--- src/rtl/line_prot_pkg.sv ---
// Shared constants, register selector type and permission helper for the
// per-line protection filter. Assumes a 32-bit data path with 8-bit lanes.
package line_prot_pkg;

    localparam int DATA_W          = 32;
    localparam int BE_W            = DATA_W / 8;
    localparam int FIELD_W         = 8;
    localparam int FIELDS_PER_WORD = DATA_W / FIELD_W;

    // Word indices (byte address / 4) of the register map
    localparam int WORD_CTRL     = 0;
    localparam int WORD_SEC      = 1;
    localparam int WORD_PRIV     = 2;
    localparam int WORD_LOCK     = 3;
    localparam int WORD_SEL_BASE = 8;

    typedef enum logic [2:0] {
        RG_NONE,
        RG_CTRL,
        RG_SEC,
        RG_PRIV,
        RG_LOCK,
        RG_SEL
    } reg_kind_e;

    // A line admits an access when each protection it carries is matched
    function automatic logic line_admits(input logic sec_bit, input logic priv_bit,
                                         input logic acc_sec, input logic acc_priv);
        return (!sec_bit || acc_sec) && (!priv_bit || acc_priv);
    endfunction

endpackage

--- src/rtl/line_access_mask.sv ---
// Computes, for every line, whether the current access attributes satisfy
// that line's secure and privileged settings. Purely combinational.
module line_access_mask
    import line_prot_pkg::*;
#(
    parameter int NUM_LINES = 24
) (
    input  logic [NUM_LINES-1:0] sec_cfg,
    input  logic [NUM_LINES-1:0] priv_cfg,
    input  logic                 acc_secure,
    input  logic                 acc_priv,
    output logic [NUM_LINES-1:0] allow
);

    for (genvar i = 0; i < NUM_LINES; i++) begin : g_line
        // Per-line permission decision
        assign allow[i] = line_admits(sec_cfg[i], priv_cfg[i], acc_secure, acc_priv);
    end

endmodule

--- src/rtl/prot_cfg_regs.sv ---
// Holds the per-line secure and privileged configuration plus the one-shot
// lock. Each protection register is write-guarded by the other one's bits.
// Assumes the write strobes are already decoded and qualified by req_valid.
module prot_cfg_regs #(
    parameter int NUM_LINES = 24
) (
    input  logic                 clk,
    input  logic                 rst_n,
    input  logic                 wr_sec,
    input  logic                 wr_priv,
    input  logic                 wr_lock,
    input  logic                 acc_secure,
    input  logic                 acc_priv,
    input  logic [NUM_LINES-1:0] wbits,
    input  logic [NUM_LINES-1:0] lane_en,
    input  logic                 lock_bit,
    output logic [NUM_LINES-1:0] sec_q,
    output logic [NUM_LINES-1:0] priv_q,
    output logic                 lock_q
);

    logic [NUM_LINES-1:0] sec_wmask;
    logic [NUM_LINES-1:0] priv_wmask;

    // Which secure bits a write may change: secure access, unlocked, and
    // privileged lines only when the access is privileged
    always_comb begin
        sec_wmask = '0;
        if (wr_sec && acc_secure && !lock_q)
            sec_wmask = lane_en & (acc_priv ? {NUM_LINES{1'b1}} : ~priv_q);
    end

    // Which privileged bits a write may change: privileged access, unlocked,
    // and secure lines only when the access is secure
    always_comb begin
        priv_wmask = '0;
        if (wr_priv && acc_priv && !lock_q)
            priv_wmask = lane_en & (acc_secure ? {NUM_LINES{1'b1}} : ~sec_q);
    end

    // Secure configuration storage
    always_ff @(posedge clk) begin
        if (!rst_n) sec_q <= '0;
        else        sec_q <= (sec_q & ~sec_wmask) | (wbits & sec_wmask);
    end

    // Privileged configuration storage
    always_ff @(posedge clk) begin
        if (!rst_n) priv_q <= '0;
        else        priv_q <= (priv_q & ~priv_wmask) | (wbits & priv_wmask);
    end

    // Sticky lock: set by a secure write of 1, cleared only by reset
    always_ff @(posedge clk) begin
        if (!rst_n)                                  lock_q <= 1'b0;
        else if (wr_lock && acc_secure && lock_bit)  lock_q <= 1'b1;
    end

endmodule

--- src/rtl/line_cfg_regs.sv ---
// Per-line control bits and 8-bit port-select fields. A bit or field updates
// only when its lane is enabled and its line admits the access.
// Assumes allow[] comes from line_access_mask for the same access.
module line_cfg_regs
    import line_prot_pkg::*;
#(
    parameter int NUM_LINES = 24,
    parameter int NUM_SEL   = 16,
    parameter int SW_IDX_W  = 2
) (
    input  logic                      clk,
    input  logic                      rst_n,
    input  logic                      wr_ctrl,
    input  logic                      wr_sel,
    input  logic [SW_IDX_W-1:0]       sel_idx,
    input  logic [DATA_W-1:0]         wdata,
    input  logic [BE_W-1:0]           be,
    input  logic [NUM_LINES-1:0]      allow,
    output logic [NUM_LINES-1:0]      ctrl_q,
    output logic [NUM_SEL*FIELD_W-1:0] sel_q
);

    for (genvar i = 0; i < NUM_LINES; i++) begin : g_ctrl
        // Control bit of line i with lane and permission gating
        always_ff @(posedge clk) begin
            if (!rst_n)
                ctrl_q[i] <= 1'b0;
            else if (wr_ctrl && allow[i] && be[i / 8])
                ctrl_q[i] <= wdata[i];
        end
    end

    for (genvar k = 0; k < NUM_SEL; k++) begin : g_sel
        localparam int LANE = k % FIELDS_PER_WORD;
        localparam int WIDX = k / FIELDS_PER_WORD;
        logic hit;
        assign hit = wr_sel && (sel_idx == SW_IDX_W'(WIDX)) && allow[k] && be[LANE];
        // Port-select field of line k, written as a whole byte
        always_ff @(posedge clk) begin
            if (!rst_n)
                sel_q[k*FIELD_W +: FIELD_W] <= '0;
            else if (hit)
                sel_q[k*FIELD_W +: FIELD_W] <= wdata[LANE*FIELD_W +: FIELD_W];
        end
    end

endmodule

--- src/rtl/line_prot_filter.sv ---
// Top of the per-line protection filter: decodes the word address, gates
// writes into the protection and per-line register groups, filters read
// data per line and produces the illegal-access pulse. Assumes one access
// per cycle with read data taken combinationally in the access cycle.
module line_prot_filter
    import line_prot_pkg::*;
#(
    parameter int NUM_LINES = 24,
    parameter int NUM_SEL   = 16,
    parameter int ADDR_W    = 8
) (
    input  logic                       clk,
    input  logic                       rst_n,
    input  logic                       req_valid,
    input  logic                       req_write,
    input  logic                       req_secure,
    input  logic                       req_priv,
    input  logic [ADDR_W-1:0]          req_addr,
    input  logic [31:0]                req_wdata,
    input  logic [3:0]                 req_be,
    output logic [31:0]                rsp_rdata,
    output logic                       illegal_pulse,
    output logic [NUM_LINES-1:0]       line_ctrl,
    output logic [NUM_SEL*8-1:0]       port_sel,
    output logic [NUM_LINES-1:0]       line_secure,
    output logic [NUM_LINES-1:0]       line_priv,
    output logic                       prot_locked
);

    localparam int WA_W      = ADDR_W - 2;
    localparam int SEL_WORDS = (NUM_SEL + FIELDS_PER_WORD - 1) / FIELDS_PER_WORD;
    localparam int SW_IDX_W  = (SEL_WORDS > 1) ? $clog2(SEL_WORDS) : 1;

    logic [WA_W-1:0]      word;
    reg_kind_e            kind;
    logic [SW_IDX_W-1:0]  sel_idx;
    logic [NUM_LINES-1:0] allow;
    logic [NUM_LINES-1:0] lane_en;
    logic                 do_wr;
    logic                 bad_access;

    assign word  = req_addr[ADDR_W-1:2];
    assign do_wr = req_valid && req_write;

    // Address decode into a register kind and a port-select word index
    always_comb begin
        kind    = RG_NONE;
        sel_idx = '0;
        if (word == WA_W'(WORD_CTRL))       kind = RG_CTRL;
        else if (word == WA_W'(WORD_SEC))   kind = RG_SEC;
        else if (word == WA_W'(WORD_PRIV))  kind = RG_PRIV;
        else if (word == WA_W'(WORD_LOCK))  kind = RG_LOCK;
        else if (word >= WA_W'(WORD_SEL_BASE) &&
                 word <  WA_W'(WORD_SEL_BASE + SEL_WORDS)) begin
            kind    = RG_SEL;
            sel_idx = SW_IDX_W'(word - WA_W'(WORD_SEL_BASE));
        end
    end

    for (genvar i = 0; i < NUM_LINES; i++) begin : g_lane
        // Byte-lane enable expanded to the bit of line i
        assign lane_en[i] = req_be[i / 8];
    end

    line_access_mask #(.NUM_LINES(NUM_LINES)) u_mask (
        .sec_cfg    (line_secure),
        .priv_cfg   (line_priv),
        .acc_secure (req_secure),
        .acc_priv   (req_priv),
        .allow      (allow)
    );

    prot_cfg_regs #(.NUM_LINES(NUM_LINES)) u_prot (
        .clk        (clk),
        .rst_n      (rst_n),
        .wr_sec     (do_wr && kind == RG_SEC),
        .wr_priv    (do_wr && kind == RG_PRIV),
        .wr_lock    (do_wr && kind == RG_LOCK && req_be[0]),
        .acc_secure (req_secure),
        .acc_priv   (req_priv),
        .wbits      (req_wdata[NUM_LINES-1:0]),
        .lane_en    (lane_en),
        .lock_bit   (req_wdata[0]),
        .sec_q      (line_secure),
        .priv_q     (line_priv),
        .lock_q     (prot_locked)
    );

    line_cfg_regs #(
        .NUM_LINES (NUM_LINES),
        .NUM_SEL   (NUM_SEL),
        .SW_IDX_W  (SW_IDX_W)
    ) u_cfg (
        .clk     (clk),
        .rst_n   (rst_n),
        .wr_ctrl (do_wr && kind == RG_CTRL),
        .wr_sel  (do_wr && kind == RG_SEL),
        .sel_idx (sel_idx),
        .wdata   (req_wdata),
        .be      (req_be),
        .allow   (allow),
        .ctrl_q  (line_ctrl),
        .sel_q   (port_sel)
    );

    // Filtered read data for the addressed register
    always_comb begin
        rsp_rdata = '0;
        unique case (kind)
            RG_CTRL: rsp_rdata[NUM_LINES-1:0] = line_ctrl & allow;
            RG_SEC:  rsp_rdata[NUM_LINES-1:0] = line_secure;
            RG_PRIV: rsp_rdata[NUM_LINES-1:0] = line_priv;
            RG_LOCK: rsp_rdata[0]             = req_secure & prot_locked;
            RG_SEL: begin
                for (int k = 0; k < NUM_SEL; k++) begin
                    if (sel_idx == SW_IDX_W'(k / FIELDS_PER_WORD) && allow[k])
                        rsp_rdata[(k % FIELDS_PER_WORD)*FIELD_W +: FIELD_W] =
                            port_sel[k*FIELD_W +: FIELD_W];
                end
            end
            default: rsp_rdata = '0;
        endcase
    end

    // Refused accesses that are reported: nonsecure write to the secure
    // configuration, any nonsecure access to the lock register
    assign bad_access = req_valid && !req_secure &&
                        ((kind == RG_SEC && req_write) || kind == RG_LOCK);

    // Registered one-cycle illegal-access pulse
    always_ff @(posedge clk) begin
        if (!rst_n) illegal_pulse <= 1'b0;
        else        illegal_pulse <= bad_access;
    end

endmodule

--- config.mk ---
export PLATFORM = sky130hd
export DESIGN_NAME = line_prot_filter
export DESIGN_NICKNAME = d
export VERILOG_FILES = /design/src/rtl/line_prot_pkg.sv /design/src/rtl/line_access_mask.sv /design/src/rtl/prot_cfg_regs.sv /design/src/rtl/line_cfg_regs.sv /design/src/rtl/line_prot_filter.sv
export SDC_FILE = /design/constraint.sdc
export NUM_CORES = 1
export LEC_CHECK = 0
export ABC_CLOCK_PERIOD_IN_PS = 6700
export CAP_MARGIN = 5
export CORE_MARGIN = 2
export CORE_UTILIZATION = 52
export DETAILED_ROUTE_END_ITERATION = 8
export MAX_ROUTING_LAYER = met4
export PLACE_DENSITY = 0.86
export SLEW_MARGIN = 5
export SYNTH_ARGS = -nofsm -noshare
export SYNTH_HDL_FRONTEND = slang
export SYNTH_SLANG_ARGS = --single-unit
--- constraint.sdc ---
create_clock -name clk -period 6.7 [get_ports clk]
set_input_delay 1.005 -clock clk [delete_from_list [all_inputs] [get_ports clk]]
set_output_delay 1.005 -clock clk [all_outputs]
set_load 0.02 [all_outputs]
==> flow_metrics.py, run 1 <==
metrics = {
    "status": {
        "outcome": "complete, no violations",
    },
    "logic_synthesis": {
        "ys_warn_count": 0,
        "synth_area_per_cell_sq_um": 8.58,
        "syn_inst": 1160,
        "yosysSeqAreaShare_pct": 40.6,
        "synth-seq-cells": 202,
        "synth_top_flop_cell": "dfxtp_1",
        "ys_types": 51,
        "syn_nets": 1210,
        "synth_area_sq_um": 9960,
        "synth_async_sr_flop_share_pct": 0,
        "synth_edf_count": 0,
    },
    "floorplan": {
        "die_w_microns": 142,
        "die_h_microns": 142,
        "dieArea_sq_um": 20300,
        "top_level_ports": 284,
        "core_area_sq_um": 18800,
        "row_count": 50,
        "initial_core_util_pct": 53.0,
    },
    "worst_setup_path": {
        "cp_max_fo": 47,
        "crit_path_max_incr_delay_ns": 0.90,
        "crit_type": "primary input to output port",
        "crit_family": "simple AND/OR/NAND/NOR gates",
        "critPathBufInv": 2,
        "crit_required_ns": 5.69,
        "cp-start-kind": "primary input",
        "cp-end-kind": "output port",
        "worst_path_most_repeated_cell": "clkdlybuf4s50_1",
        "reg2reg_setup_slack_ns": 4.19,
        "reg2reg_depth": 5,
        "critPathArrivalTime_ns": 4.47,
        "reg2reg_from": "u_prot.lock_q",
        "cp_cell_sequence": "clkdlybuf4s50_1 > or4b_4 > nor4_4 > a221oi_1 > o221ai_1 > clkdlybuf4s50_1",
        "cp_slowest_cell": "or4b_4",
    },
    "place": {
        "gp_congestion": 0.929,
        "port-buffer-count": 281,
        "place_area_sq_um": 12800,
        "dp_hpwl_mm": 24.4,
    },
    "sta": {
        "slew_headroom_pct": 17.8,
        "rsz0062_at_grt": "no",
        "clock.fmax_ghz": 0.183,
        "setup_viol": 0,
        "tightest_slew_ns": 1.23,
        "drv_slew": 0,
        "fin_skew_ns": 0.0213,
        "setup_tns_ns": 0,
        "hold_viol": 0,
        "min_period_over_period_pct": 81.7,
        "layout_min_cycle_time_ns": 5.47,
        "hold_ws_ns": 0.470,
    },
    "detailed_routing": {
        "via_per_inst": 6.44,
        "drc_errors": 0,
        "drt_iter0_markers": 1128,
        "vias": 10588,
        "wl_per_cell_microns": 21.9,
        "drtAntennaViolNets": 0,
        "drtPass1Iterations": 6,
        "routed_wl_mm": 36.0,
    },
    "cells_and_area": {
        "fin_nets": 1445,
        "fin_area_sq_um": 13500,
        "area_delta_synth_final_pct": 35.3,
        "drive_gt1_share_pct": 5.47,
    },
    "power_and_ir_drop": {
        "power_uw": 2510,
        "ir_drop_v": 0.000185,
        "p_leak_uw": 0.00470,
        "power_density_nw_per_um2": 186,
    },
    "cts": {
        "cts.repair.resized": 0,
        "ctsHoldBuffers": 0,
        "post_cts.repair.setup_buffers": 0,
        "cts_tree": "built",
        "cts_max_level": 1,
        "clk_pin_slew_ns": 0.06,
        "clockRootBuffer": "clkbuf_16",
        "insertion_delay_ns": 0.52,
        "cts_buffers": 22,
        "cts.sinks": 202,
        "cts_max_path_buffers": 3,
    },
    "run": {
        "max_cap_viol_count": 0,
    },
    "grt": {
        "grt_max_degree": 105,
        "grt_pass1_wl_mm": 54.6,
        "grt_pass1_vias": 9808,
        "overflow": 0,
        "antenna_found_initial": 1,
        "gr-usage-all-layers_pct": 35.0,
    },
    "worst_hold_path": {
        "holdPathEnd": "u_cfg.sel_q[101]",
        "min_path_cells": 2,
        "hp-class": "flip-flop to flip-flop",
        "worstHoldStart": "u_cfg.sel_q[101]",
    },
}
[cells in the mapped netlist (all sizes together), types with 8 or more instances]
| cell | n | area, sq um |
|---|---|---|
| nor2 | 160 | 606 |
| dfxtp | 202 | 4040 |
| a211o | 8 | 70.1 |
| a221o | 12 | 120 |
| a221oi | 31 | 272 |
| nor4 | 19 | 254 |
| nand3 | 77 | 400 |
| buf | 21 | 136 |
| nand2b | 12 | 75.1 |
| o21ai | 67 | 335 |
| clkbuf | 60 | 225 |
| a222oi | 11 | 110 |
| a21oi | 69 | 345 |
| nor3 | 32 | 219 |
| a22o | 8 | 70.1 |
| and3 | 12 | 75.1 |
| a21o | 17 | 128 |
| mux2i | 134 | 1340 |
| a32o | 17 | 170 |
| nor2b | 32 | 200 |
| nand2 | 115 | 432 |
[through the flow]
| stage | utilization (%) | worst slack, ns | cells |
|---|---|---|---|
| after floorplan | - | 2.82 | 1160 |
| after global placement | 68.1 | 1.31 | 1605 |
| after detailed placement | 68.1 | 1.25 | 1605 |
| after CTS | 71.8 | 1.26 | 1642 |
| after global routing | 71.8 | 1.12 | 1643 |
| final | 71.8 | 1.23 | 1643 |
[logic make-up after synthesis]
family / Yosys count / share of synthesized area [%]
AND/OR/NAND/NOR: 484 / 24.8
AO/OA/AOI/OAI: 253 / 17.3
flip-flops: 202 / 40.6
multiplexers: 134 / 13.5
buffers and inverters: 87 / 3.86
[cell usage in the layout, fill, tap and decap left out, types with 5 or more instances in the layout]
master | netlist | layout
a211o_1 | 8 | 8
a21o_1 | 17 | 17
a21oi_1 | 69 | 69
a221o_1 | 12 | 12
a221oi_1 | 31 | 31
a222oi_1 | 11 | 11
a22o_1 | 8 | 8
a32o_1 | 17 | 17
and3_1 | 12 | 12
buf_4 | 4 | 11
clkbuf_1 | 60 | 5
clkbuf_16 | 0 | 22
clkdlybuf4s50_1 | 0 | 280
dfxtp_1 | 202 | 202
inv_1 | 5 | 5
mux2i_1 | 134 | 134
nand2_1 | 115 | 115
nand2b_1 | 12 | 12
nand3_1 | 74 | 74
nand4_1 | 5 | 5
nor2_1 | 158 | 155
nor2_2 | 2 | 5
nor2b_1 | 32 | 32
nor3_1 | 24 | 24
nor3_2 | 5 | 5
nor4_1 | 10 | 10
nor4_4 | 9 | 9
o21ai_0 | 67 | 67
[tightest hold or removal path: cells and delay by family (launching register included)]
kind	cells	cell delay, ns
AND/OR/NAND/NOR	1	0.05
flip-flops	1	0.32
AO/OA/AOI/OAI	1	0.05
[area by class of cell]
| type | count | area, sq um |
|---|---|---|
| inverters | 6 | 25.0 |
| fillers | 1419 | 5300 |
| clock inverters | 8 | 82.6 |
| flip-flops and latches | 202 | 4040 |
| clock buffers | 29 | 597 |
| repair buffers | 292 | 2890 |
| diodes | 1 | 2.50 |
| well taps | 234 | 293 |
| multi-input cells | 871 | 5540 |
[where the power goes]
group          internal [uW]  leakage (uW)  switching, uW
clock                    667      0.000333            493
sequential              1200       0.00163           1.03
combinational           44.0       0.00274            105
total                   1910       0.00470            599
[how the worst max path moves through the flow]
stage	startpoint	to	slack, ns	depth (start not counted)
after floorplan	req_addr[7]	rsp_rdata[16]	2.82	5
after global placement	req_addr[7]	rsp_rdata[8]	1.31	6
after detailed placement	req_addr[7]	rsp_rdata[16]	1.25	6
after CTS	req_addr[7]	rsp_rdata[16]	1.26	6
after global routing	req_addr[7]	rsp_rdata[16]	1.12	6
final	req_addr[7]	rsp_rdata[13]	1.23	6
[metal layers]
layer	track usage (%)	up-vias	share of wire, %
met5	-	-	0
met4	15.5	0	4.7
met3	5.28	131	10
met2	55.4	744	46
met1	44.5	5024	39
li1	-	4689	-
Note: power is estimated with default switching activity, not from simulation.
==> run 2, diff against run 1 <==
- ABC_CLOCK_PERIOD_IN_PS: 6700 -> 5500
- CORE_UTILIZATION: 52 -> 48
- PLACE_DENSITY: 0.86 -> 0.8
- clock period: 6.7 -> 5.5 ns (I/O delays scaled with it)
==> run 2 against run 1 <==
  * Final cell count rose by 3.3%
  * Die area grew 8.1%
  * Routed wire length hardly changed
  * Worst hold slack improved by 0.0017 ns
  * Sequential cell count is the same
  * Clock power is 28% higher
  * First-iteration DRC count fell by 11%
  * Critical endpoint unchanged
  * Largest power group is now clock
  * Highest routed layer unchanged
==> flow_metrics.py, run 2 (synthesized netlist as in run 1, its figures left out) <==
metrics = {
    "status": {
        "outcome": "complete, no violations",
    },
    "detailed_routing": {
        "drtAntennaViolNets": 0,
        "wl_per_cell_microns": 21.2,
        "drt_iter0_markers": 1002,
        "vias": 10388,
        "drtPass1Iterations": 8,
        "via_per_inst": 6.12,
        "routed_wl_mm": 36.0,
        "drc_errors": 0,
    },
    "worst_setup_path": {
        "critPathArrivalTime_ns": 4.27,
        "crit_required_ns": 4.68,
        "cp-end-kind": "output port",
        "reg2reg_from": "u_prot.lock_q",
        "cp_slowest_cell": "clkdlybuf4s50_1",
        "crit_path_max_incr_delay_ns": 0.67,
        "cp_max_fo": 29,
        "crit_type": "primary input to output port",
        "crit_start": "req_addr[6]",
        "cp_cell_sequence": "clkdlybuf4s50_1 > or4b_4 > buf_4 > nor2_1 > nor2_1 > a221oi_1 > o221ai_1 > clkdlybuf4s50_1",
        "cp-start-kind": "primary input",
    },
    "cts": {
        "clk_pin_slew_ns": 0.06,
        "cts_tree": "built",
        "insertion_delay_ns": 0.52,
        "cts.sinks": 202,
        "cts_max_level": 1,
        "post_cts.repair.setup_buffers": 0,
        "cts.repair.resized": 0,
        "ctsHoldBuffers": 0,
        "clockRootBuffer": "clkbuf_16",
        "cts_buffers": 23,
        "cts_max_path_buffers": 3,
    },
    "sta": {
        "clock.fmax_ghz": 0.196,
        "hold_ws_ns": 0.472,
        "min_period_over_period_pct": 92.7,
        "setup_tns_ns": 0,
        "slew_headroom_pct": 20.4,
        "layout_min_cycle_time_ns": 5.10,
        "rsz0062_at_grt": "no",
        "fin_skew_ns": 0.0260,
        "setup_viol": 0,
        "tightest_slew_ns": 1.19,
        "drv_slew": 0,
        "hold_viol": 0,
    },
    "cells_and_area": {
        "layout.cells.most_common": "clkdlybuf4s50_1",
        "area_delta_synth_final_pct": 37.4,
        "final_cell_mix": "clkdlybuf4s50_1, dfxtp_1, nor2_1",
        "drive_gt1_share_pct": 6.38,
        "fillers": 1709,
        "fin_nets": 1460,
    },
    "floorplan": {
        "initial_core_util_pct": 49.0,
        "core_area_sq_um": 20300,
        "dieArea_sq_um": 21900,
        "top_level_ports": 284,
        "row_count": 52,
        "die_h_microns": 148,
        "die_w_microns": 148,
    },
    "place": {
        "port-buffer-count": 281,
        "dp_hpwl_mm": 25.3,
        "gp_congestion": 0.947,
    },
    "power_and_ir_drop": {
        "p_leak_uw": 0.00481,
        "power_uw": 3140,
        "power_density_nw_per_um2": 229,
        "ir_drop_v": 0.000220,
    },
    "run": {
        "max_cap_viol_count": 0,
    },
    "grt": {
        "overflow": 0,
        "grt_pass1_wl_mm": 54.6,
        "grt_pass1_vias": 9639,
        "grt_max_degree": 98,
        "antenna_found_initial": 1,
        "gr-usage-all-layers_pct": 32.3,
    },
    "worst_hold_path": {
        "worstHoldStart": "u_cfg.sel_q[61]",
        "hp-class": "flip-flop to flip-flop",
    },
}
## run 2: layout make-up
cell class	count	area [sq um]	share of cell area, %
diodes	1	2.50	0.0183
clock buffers	35	661	4.83
clock inverters	6	65.1	0.475
inverters	6	25.0	0.183
multi-input cells	871	5540	40.5
flip-flops and latches	202	4040	29.6
well taps	270	338	2.47
repair buffers	306	3010	22.0
## run 2: worst paths after layout
check | slack, ns | endpoint | depth (start not counted)
setup / recovery | 0.40 | rsp_rdata[13] | 8
hold / removal | 0.47 | u_cfg.sel_q[61] | 2
setup reg to reg | 2.99 | flip-flop | 5
hold reg to reg | 0.47 | u_cfg.sel_q[61] | 2
## run 2: report_power, final
part / switching, uW / total [uW] / internal [uW] / leakage [uW]
logic: 128 / 186 / 57.5 / 0.00282
clock network: 611 / 1490 / 876 / 0.000358
registers: 1.25 / 1470 / 1460 / 0.00163
## run 2: metrics by stage
step / worst slack [ns] / cell area (sq um) / instances / utilization [%]
finish: 0.401 / 13700 / 1697 / 67.4
global route: 0.296 / 13700 / 1697 / 67.4
CTS: 0.463 / 13700 / 1696 / 67.4
detailed placement: 0.493 / 13000 / 1655 / 63.8
global placement: 0.573 / 13000 / 1655 / 63.8
floorplan: 1.98 / 9960 / 1160 / -
## run 2: routing by layer
metal	routed length, microns	global-route usage, %
met1	14100	40.7
met5	0	-
met4	1440	13.0
met3	3400	5.34
met2	17000	51.8
## run 2: worst max-delay path: cells and delay by family
family | cells | cell delay, ns
AO/OA/AOI/OAI | 2 | 0.56
buffers and inverters | 3 | 1.58
AND/OR/NAND/NOR | 3 | 1.26
==> run 3, diff against run 2 <==
- GPL_ROUTABILITY_DRIVEN: unset -> 0
- TNS_END_PERCENT: unset -> 5
==> run 3 against run 2 <==
  * Worst setup slack gained 0.10 ns
  * Clock-buffer cell count is 1 lower
  * Largest power group unchanged
  * Highest routed layer unchanged
  * Core utilization grew 0.093 points
  * Clock power hardly changed
  * Total power up 1.2%
  * Combinational power is essentially flat
  * Final cell count down 0.12%
  * Maximum frequency is 2.0% higher
==> flow_metrics.py, run 3 (synthesized netlist as in run 1, its figures left out) <==
metrics = {
    "detailed_routing": {
        "vias": 10569,
        "via_per_inst": 6.24,
        "drc_errors": 0,
        "routed_wl_mm": 36.5,
        "wl_per_cell_microns": 21.6,
        "drt_iter0_markers": 1205,
        "drtPass1Iterations": 9,
        "drtAntennaViolNets": 0,
    },
    "worst_setup_path": {
        "cp_slowest_cell": "or4b_4",
        "cp_max_fo": 30,
        "cp-end-kind": "output port",
        "worst_path_most_repeated_cell": "clkdlybuf4s50_1",
        "crit_required_ns": 4.68,
        "crit_path_max_incr_delay_ns": 0.86,
        "critPathArrivalTime_ns": 4.17,
        "reg2reg_depth": 5,
        "cp-start-kind": "primary input",
        "cp_cell_sequence": "clkdlybuf4s50_1 > or4b_4 > nor4_4 > a221oi_1 > a211o_1 > nand3_1 > clkdlybuf4s50_1",
        "crit_type": "primary input to output port",
    },
    "power_and_ir_drop": {
        "power_uw": 3180,
        "ir_drop_v": 0.000191,
        "p_leak_uw": 0.00481,
        "power_density_nw_per_um2": 232,
    },
    "cts": {
        "cts_tree": "built",
        "insertion_delay_ns": 0.51,
        "cts.sinks": 202,
        "cts_max_path_buffers": 3,
        "cts_max_level": 1,
        "cts_buffers": 22,
        "clockRootBuffer": "clkbuf_16",
        "cts.repair.resized": 0,
        "clk_pin_slew_ns": 0.06,
        "post_cts.repair.setup_buffers": 0,
        "ctsHoldBuffers": 0,
    },
    "place": {
        "port-buffer-count": 281,
        "dp_hpwl_mm": 25.6,
    },
    "sta": {
        "clock.fmax_ghz": 0.200,
        "slew_headroom_pct": 20.7,
        "setup_viol": 0,
        "fin_skew_ns": 0.0182,
        "min_period_over_period_pct": 90.9,
        "hold_viol": 0,
        "layout_min_cycle_time_ns": 5.00,
        "setup_tns_ns": 0,
        "drv_slew": 0,
        "rsz0062_at_grt": "no",
        "tightest_slew_ns": 1.19,
    },
    "cells_and_area": {
        "fin_nets": 1459,
        "drive_gt1_share_pct": 6.39,
        "area_delta_synth_final_pct": 37.6,
        "post-route-util_pct": 67.5,
        "final_cell_mix": "clkdlybuf4s50_1, dfxtp_1, nor2_1",
        "layout.cells.most_common": "clkdlybuf4s50_1",
    },
    "floorplan": {
        "top_level_ports": 284,
        "die_w_microns": 148,
        "die_h_microns": 148,
        "initial_core_util_pct": 49.0,
        "dieArea_sq_um": 21900,
        "core_area_sq_um": 20300,
        "row_count": 52,
    },
    "grt": {
        "grt_max_degree": 97,
        "gr-usage-all-layers_pct": 32.6,
        "grt_pass1_wl_mm": 55.5,
        "grt_pass1_vias": 9896,
        "antenna_found_initial": 1,
        "overflow": 0,
    },
    "worst_hold_path": {
        "min_path_cells": 2,
        "hp-class": "flip-flop to flip-flop",
    },
    "status": {
        "outcome": "complete, no violations",
    },
    "run": {
        "max_cap_viol_count": 0,
    },
}
-- run 3: changes by cell type in the layout (fill, tap and decap cells not counted), sizes merged --
cell / previous run / this run
clkbuf: 35 / 34
clkinv: 3 / 2
clkinvlp: 0 / 1
bufinv: 1 / 2
inv: 8 / 6
-- run 3: layout make-up --
cell class	count	area, sq um
Tap cell	270	338
Antenna cell	1	2.50
Inverter	6	25.0
Sequential cell	202	4040
Clock inverter	5	77.6
Clock buffer	34	667
Fill cell	1694	6600
Multi-Input combinational cell	871	5540
Timing Repair Buffer	306	3010
-- run 3: metrics by stage --
| step | setup WS (ns) | instance area [sq um] | hold WS (ns) | instances |
|---|---|---|---|---|
| after floorplan | 1.98 | 9960 | 0.542 | 1160 |
| after global placement | 0.658 | 13000 | 0.455 | 1655 |
| final | 0.501 | 13700 | 0.472 | 1695 |
| after CTS | 0.585 | 13700 | 0.468 | 1694 |
| after global routing | 0.424 | 13700 | 0.491 | 1695 |
| after detailed placement | 0.661 | 13000 | 0.460 | 1655 |
-- run 3: worst paths after layout --
kind,to,startpoint,slack (ns)
min,u_cfg.sel_q[62],u_cfg.sel_q[62],0.47
max reg2reg,flip-flop,u_prot.lock_q,3.02
min reg2reg,u_cfg.sel_q[62],u_cfg.sel_q[62],0.47
max,rsp_rdata[1],req_addr[7],0.50
-- run 3: where the power goes --
part | internal (uW) | switching [uW]
combinational | 57.5 | 129
sequential | 1460 | 1.27
clock | 925 | 599
-- run 3: routing by layer --
| metal | part of all wire (%) | global-route usage [%] | vias up |
|---|---|---|---|
| met5 | 0 | - | - |
| met1 | 39 | 41.1 | 5061 |
| met3 | 9.5 | 5.06 | 119 |
| met4 | 4.2 | 13.9 | 0 |
| li1 | - | - | 4721 |
| met2 | 47 | 52.3 | 668 |
-- run 3: worst max-delay path: cells and delay by family --
kind	cells	cell delay, ns
buf+inv	2	1.11
compound gates	2	0.53
simple gates	3	1.69
